`src/rtl/vbg_pkg.sv`:
```
package vbg_pkg;

  // Sequencer state: scanning (idle), blanking interval running, blanking held
  typedef enum logic [1:0] {
    ST_SCAN  = 2'd0,
    ST_BLANK = 2'd1,
    ST_HOLD  = 2'd2
  } vbg_state_e;

  // Shortest interval that leaves room for the window and one line after it
  localparam int unsigned VBG_MIN_LINES  = 3;
  // Window sits this many lines before the programmed end
  localparam int unsigned VBG_WIN_BEFORE = 2;

endpackage

```
`src/rtl/vbg_ref_delay.sv`:
```
// Detects the rising edge of the reference level and delays the resulting
// start pulse so that blanking rises DLY cycles after the sampling edge.
module vbg_ref_delay #(
  parameter int unsigned DLY = 2
) (
  input  logic clk,
  input  logic rst_n,
  input  logic vref,
  output logic start
);

  localparam int unsigned STAGES = (DLY > 1) ? DLY - 1 : 1;

  logic ref_s1, ref_s2;
  logic rise;
  logic [STAGES-1:0] pipe_q;

  always_ff @(posedge clk or negedge rst_n) begin
    if (!rst_n) begin
      ref_s1 <= 1'b0;
      ref_s2 <= 1'b0;
    end else begin
      ref_s1 <= vref;
      ref_s2 <= ref_s1;
    end
  end

  assign rise = ref_s1 & ~ref_s2;

  generate
    if (STAGES == 1) begin : g_single
      always_ff @(posedge clk or negedge rst_n) begin
        if (!rst_n) pipe_q <= '0;
        else        pipe_q <= rise;
      end
    end else begin : g_chain
      always_ff @(posedge clk or negedge rst_n) begin
        if (!rst_n) pipe_q <= '0;
        else        pipe_q <= {pipe_q[STAGES-2:0], rise};
      end
    end
  endgenerate

  assign start = pipe_q[STAGES-1];

endmodule

```
`src/rtl/vbg_line_seq.sv`:
```
// Captures the interval length at start, counts lines while the interval
// runs, and decodes the sensing window and the final line.
module vbg_line_seq
  import vbg_pkg::*;
#(
  parameter int unsigned CNT_W = 6
) (
  input  logic             clk,
  input  logic             rst_n,
  input  logic             start,
  input  logic             active,
  input  logic             line_stb,
  input  logic [CNT_W-1:0] setting,
  output logic             win,
  output logic             win_close,
  output logic             last_line
);

  localparam logic [CNT_W-1:0] MIN_V = CNT_W'(VBG_MIN_LINES);
  localparam logic [CNT_W-1:0] WIN_B = CNT_W'(VBG_WIN_BEFORE);

  logic [CNT_W-1:0] len_q;
  logic [CNT_W-1:0] cnt_q;
  logic [CNT_W-1:0] len_eff;
  logic             step;

  assign len_eff = (setting < MIN_V) ? MIN_V : setting;
  assign step    = active & line_stb;

  always_ff @(posedge clk or negedge rst_n) begin
    if (!rst_n) begin
      len_q <= MIN_V;
      cnt_q <= '0;
    end else if (start) begin
      len_q <= len_eff;
      cnt_q <= '0;
    end else if (step) begin
      cnt_q <= cnt_q + 1'b1;
    end
  end

  assign win       = active && (cnt_q == len_q - WIN_B);
  assign win_close = win & line_stb;
  assign last_line = step && (cnt_q == len_q - 1'b1);

endmodule

```
`src/rtl/vbg_guard_mon.sv`:
```
// Records whether the guard was present during the window and keeps the
// fault flag, which changes only when a window closes.
module vbg_guard_mon (
  input  logic clk,
  input  logic rst_n,
  input  logic start,
  input  logic win,
  input  logic win_close,
  input  logic guard_in,
  output logic guard_ok,
  output logic fault
);

  logic seen_q;
  logic fault_q;

  always_ff @(posedge clk or negedge rst_n) begin
    if (!rst_n) begin
      seen_q <= 1'b0;
    end else if (start) begin
      seen_q <= 1'b0;
    end else if (win && guard_in) begin
      seen_q <= 1'b1;
    end
  end

  always_ff @(posedge clk or negedge rst_n) begin
    if (!rst_n) begin
      fault_q <= 1'b0;
    end else if (win_close && !start) begin
      fault_q <= ~(seen_q | guard_in);
    end
  end

  assign guard_ok = seen_q;
  assign fault    = fault_q;

endmodule

```
`src/rtl/vblank_guard.sv`:
```
// Vertical blanking sequencer with guard-gated release.
module vblank_guard
  import vbg_pkg::*;
#(
  parameter int unsigned CNT_W     = 6,
  parameter int unsigned START_DLY = 2
) (
  input  logic             clk,
  input  logic             rst_n,
  input  logic             vref,
  input  logic             line_stb,
  input  logic [CNT_W-1:0] start_scan,
  input  logic             guard_in,
  output logic             vblank,
  output logic             unblank,
  output logic             guard_fault
);

  vbg_state_e state_q, state_d;
  logic start;
  logic active;
  logic win, win_close, last_line;
  logic guard_ok;

  vbg_ref_delay #(.DLY(START_DLY)) u_dly (
    .clk   (clk),
    .rst_n (rst_n),
    .vref  (vref),
    .start (start)
  );

  assign active = (state_q == ST_BLANK);

  vbg_line_seq #(.CNT_W(CNT_W)) u_seq (
    .clk       (clk),
    .rst_n     (rst_n),
    .start     (start),
    .active    (active),
    .line_stb  (line_stb),
    .setting   (start_scan),
    .win       (win),
    .win_close (win_close),
    .last_line (last_line)
  );

  vbg_guard_mon u_mon (
    .clk       (clk),
    .rst_n     (rst_n),
    .start     (start),
    .win       (win),
    .win_close (win_close),
    .guard_in  (guard_in),
    .guard_ok  (guard_ok),
    .fault     (guard_fault)
  );

  always_comb begin
    state_d = state_q;
    if (start) begin
      state_d = ST_BLANK;
    end else begin
      case (state_q)
        ST_BLANK: if (last_line) state_d = guard_ok ? ST_SCAN : ST_HOLD;
        ST_HOLD:  state_d = ST_HOLD;
        default:  state_d = ST_SCAN;
      endcase
    end
  end

  always_ff @(posedge clk or negedge rst_n) begin
    if (!rst_n) state_q <= ST_SCAN;
    else        state_q <= state_d;
  end

  assign vblank  = (state_q != ST_SCAN);
  assign unblank = win;

endmodule

```
`config.mk`:
```
export PLATFORM = sky130hd
export DESIGN_NAME = vblank_guard
export DESIGN_NICKNAME = d
export VERILOG_FILES = /design/src/rtl/vbg_pkg.sv /design/src/rtl/vbg_ref_delay.sv /design/src/rtl/vbg_line_seq.sv /design/src/rtl/vbg_guard_mon.sv /design/src/rtl/vblank_guard.sv
export SDC_FILE = /design/constraint.sdc
export NUM_CORES = 1
export LEC_CHECK = 0
export CAP_MARGIN = 0
export CORE_UTILIZATION = 42
export DETAILED_ROUTE_END_ITERATION = 16
export PLACE_DENSITY = 0.6
export SLEW_MARGIN = 10
export SYNTH_ARGS = -nofsm -noshare
export SYNTH_HDL_FRONTEND = slang
export SYNTH_SLANG_ARGS = --single-unit
```
`constraint.sdc`:
```
create_clock -name clk -period 3.3 [get_ports clk]
set_input_delay 0.66 -clock clk [delete_from_list [all_inputs] [get_ports clk]]
set_output_delay 0.66 -clock clk [all_outputs]
set_load 0.02 [all_outputs]
```
# Word level (Yosys, flattened, before mapping)
# Cells that the tools add are included.
# totals
regBits,19
output_inout_bits,3
elab_cells,40
input_bits,11
# op_classes
n_mux,9
eq_ne,5
order_cmp,1
bitwise,6
reduce_logical,8
add_sub_neg,3
# op_table
op,count
two-way mux 6 bit,3
equality test 6 bit,2
adder 6 x 1 -> 6 bit (second input constant),1
< comparator 6 x 2 -> 1 bit (second input constant),1
two-way mux 2 bit,3
nonzero test 2 bit,3
subtractor 6 x 1 -> 6 bit (second input constant),1
subtractor 6 x 2 -> 6 bit (second input constant),1
logical AND 1 bit,4
case mux 2 bit (2 select lines),1
bitwise AND 1 bit,3
!= test 3 bit (second input constant),1
equality test 2 x 1 -> 1 bit (second input constant),1
equality test 2 bit (second input constant),1
two-way mux 1 bit,2
inverter 1 bit,2
logical NOT 1 bit,1
bitwise OR 1 bit,1

# Depth between registers and ports, before layout
# logic_depth
ltp_word,6
ltp_mapped,8
mapped_depth_nobuf,7

# Hierarchy
# A second synthesis with hierarchy kept.
# hier_totals
hier_cells,103
area_unflattened_um2,1084.8
# by_module_without_submodules
module,instances,cells_per_inst,area_each_um2
vbg_line_seq,1,77,765.7
vblank_guard,1,15,146.4
vbg_ref_delay,1,4,88.8
vbg_guard_mon,1,7,83.8

# Worst setup path before layout
# OpenSTA, ideal clock, no wires.
# synth_path
path_type,register -> output
from,register u_seq.len_q[1]
to,output port unblank
arrival_time_ns,1.717
slack_ns,0.923
required_time_ns,2.640
stages_incl_launch_ff,6
cell_sequence,dfstp_2 > inv_1 > ha_1 > xor2_1 > nand4_1 > nor4_2
# synth_via
elab_chain_cells,3
# synth_rtl
item,line_no,text
from (decl),vbg_line_seq.sv:22,logic [CNT_W-1:0] len_q;
from (signal assigned),vbg_line_seq.sv:35,len_q <= len_eff;
subtractor 6 x 2 -> 6 bit,vbg_line_seq.sv:42,assign win = active && (cnt_q == len_q - WIN_B);
equality test 6 bit,vbg_line_seq.sv:42,
logical AND 1 bit,vbg_line_seq.sv:42,
to (decl),vblank_guard.sv:15,"output logic unblank,"
# Every way passes these cells.

# Worst setup path after layout
# Ends and elaborated chain as after synthesis.

==> flow_summary.ini <==
[timing]
tns_ns = 0
fmax_mhz = 353.8
slew_headroom_pct = 42.84
finalCritPeriodShare_pct = 85.65
grt_setup_unrepaired = false
fin_skew_ns = 0.007706
finalSetupViolations = 0
finalWorstPathRequiredPeriod_ns = 2.827
slew_viol_final = 0
worst-slew-pin-transition_ns = 0.8547
timing.hold.ws_ns = 0.3899
finalHoldViolCount = 0

[final_layout]
syn2layout_area_growth_pct = 16.55
utilization_pct = 51.33
num-fill-cells = 239
nNetsFinal = 135
drive_gt1_share_pct = 10.34
insertedDiodeCount = 0

[drt]
drt-initial-drc-count = 9
via_per_inst = 5.171
wirelength_um = 1973
drt.antenna.violating_nets = 0
post_drt_wl_per_cell_um = 13.51
dr.pass1.iters = 3
drc = 0
dr_total_vias = 755

[critical_path]
setup.worst_path.end_class = primary output
max_stage_delay_ns = 0.58
cp-start-kind = register
cp_cell_sequence = inv_1 > ha_1 > xor2_1 > nand4_1 > nor4_2 > dlymetal6s2s_1
crit_type = reg2out
crit_arrival_ns = 2.17
cp.required_ns = 2.64
path_max_fanout = 4
critical_path.slowest_cell = dfstp_2

[pwr]
irDropWorstVdd_v = 0.0003004
powerDensity_nw_per_um2 = 446.2
p_leak_nw = 0.5586

[global_route]
antenna_found_initial = 0
grt_usage_pct = 17.31
use_met3_pct = 3.478
grt_pass1_vias = 802
use_met2_pct = 29.54
grt_max_degree = 20
grt.busiest_layer = met2
grt_first_pass_wirelength_um = 3415
use_met1_pct = 21.20
overflow = 0

[cts]
cts-htree-levels = 1
postCtsSetupBuffers = 0
insertion_delay_ns = 0.30
cts_buffers = 3
cts.sinks = 19
clk_pin_slew_ns = 0.11
cts_tree = yes
ctsHoldBuffers = 0
clockRootBuffer = clkbuf_4
clock_path_buffers = 2

[synth]
yosys.area.top_type = dfrtp_1
seq_area_frac_synth_pct = 44.21
synthArstFlopShare_pct = 100.0
syn_area_sq_um = 1081
synth_top_area_share_pct = 39.35
yosysMostFrequentCell = dfrtp_1
synth_area_per_cell_sq_um = 10.50
synthCells = 103
synth_edf_count = 0
synth_cell_types = 32
synth-main-ff-cell = dfrtp_1
synth_fp_nets = 121
synth_common_cells = dfrtp_1 (17), nor2_1 (10), xnor2_1 (9), nand2_1 (8), xor2_1 (8)
synth_area_leaders = dfrtp_1 (39%), ha_1 (8.1%), xnor2_1 (7.3%)
synth-seq-cells = 19
yosysWarnings = 0

[floorplan]
die_w_um = 52.74
core_sq_um = 2455
num_rows = 18
start_util_pct = 44.04
fp.dieH_um = 52.74
ioPinCount = 14
dieArea_sq_um = 2781

[placed_design]
dpl.hpwl_um = 1520
port_buffers = 13
place.gp.congestion = 0.8389

[worst_hold_path]
hold_path_class = reg2reg

[outcome]
status = finished clean

[job]
max_cap_viol_count = 0
-- repair_timing --
item                                    in CTS  in global routing
endpoints found under the setup margin       0                  1
resized for setup                            0                  1
hold endpoints to repair                     0                  0
-- kinds of logic (layout without fill, tap and decap cells) --
kind of cell	after synthesis	in the layout	synth area share (%)
and+or+nand+nor	32	32	15.39
DFF	19	19	44.21
xor gates and xnor gates	18	18	15.28
buffers and inverters	11	24	4.167
AOI/OAI and AO/OA	10	10	6.830
adders and majority gates	7	7	8.101
muxes	6	6	6.018
-- final timing paths --
| check | start | endpoint | slack, ns | depth (start not counted) |
|---|---|---|---|---|
| max in group asynchronous | rst_n | u_seq.cnt_q[3]$_DFFE_PN0P_ | 1.94 | 1 |
| min | u_dly.ref_s1$_DFF_PN0_ | u_dly.ref_s2$_DFF_PN0_ | 0.39 | 0 |
| max reg2reg | u_seq.len_q[1]$_DFFE_PN1P_ | u_mon.fault$_DFFE_PN0P_ | 1.15 | 7 |
| min reg2reg | u_dly.ref_s1$_DFF_PN0_ | u_dly.ref_s2$_DFF_PN0_ | 0.39 | 0 |
| min in group asynchronous | rst_n | u_mon.fault$_DFFE_PN0P_ | 0.84 | 1 |
| max | u_seq.len_q[1]$_DFFE_PN1P_ | unblank | 0.47 | 6 |
-- flip-flops by register name, indices dropped and copies added (netlist names) --
name and count:
u_dly.ref_s1 1, u_seq.len_q 6, u_dly.ref_s2 1, u_mon.guard_ok 1, u_dly.start 1, state_q 2
u_seq.cnt_q 6, u_mon.fault 1
-- stage by stage --
step	setup slack [ns]	cells	cell area, sq um	power (mW)
finish	0.4734	146	1260	0.5622
global route	0.2847	146	1260	0.6001
CTS	0.05096	146	1257	0.5705
detailed placement	0.4005	142	1230	0.4512
global placement	0.4643	142	1230	0.4450
floorplan	0.9233	103	1081	0.3977
-- per-layer routing --
metal | vias to the layer above | wire length [um]
li1 | 370 | -
met3 | 4 | 54
met2 | 12 | 998
met4 | 0 | 23
met1 | 369 | 897
met5 | - | 0
-- final cells by class --
cell class / instances / area (sq um) / share of cell area, %
sequential: 19 / 478.0 / 37.93
tap: 30 / 37.54 / 2.979
clock buffer: 3 / 22.52 / 1.787
multi-input combinational: 73 / 558.0 / 44.29
timing repair buffer: 13 / 132.6 / 10.53
clock inverter: 1 / 5.005 / 0.3972
inverter: 7 / 26.28 / 2.085
-- power breakdown --
part / internal, mW / switching, mW
logic: 0.0803 / 0.0718
registers: 0.260 / 0.0327
clock network: 0.0452 / 0.0727
total: 0.385 / 0.177
-- critical path, delay by kind of cell, from the launching register on --
family                     cells  cell delay [ns]
adders and majority gates      1             0.31
buffers and inverters          2             0.35
xor gates and xnor gates       1             0.14
DFF                            1             0.58
and+or+nand+nor                2             0.49
-- cells in the final DEF (no fill, tap or decap), drive strengths merged, types with 3 or more instances in the layout --
master	count
dfrtp	17
clkdlybuf4s50	12
nor2	10
xnor2	10
xor2	8
nand2	8
inv	7
ha	7
mux2	4
nand4	3
clkbuf	3
(Power assumes the default switching activity.)
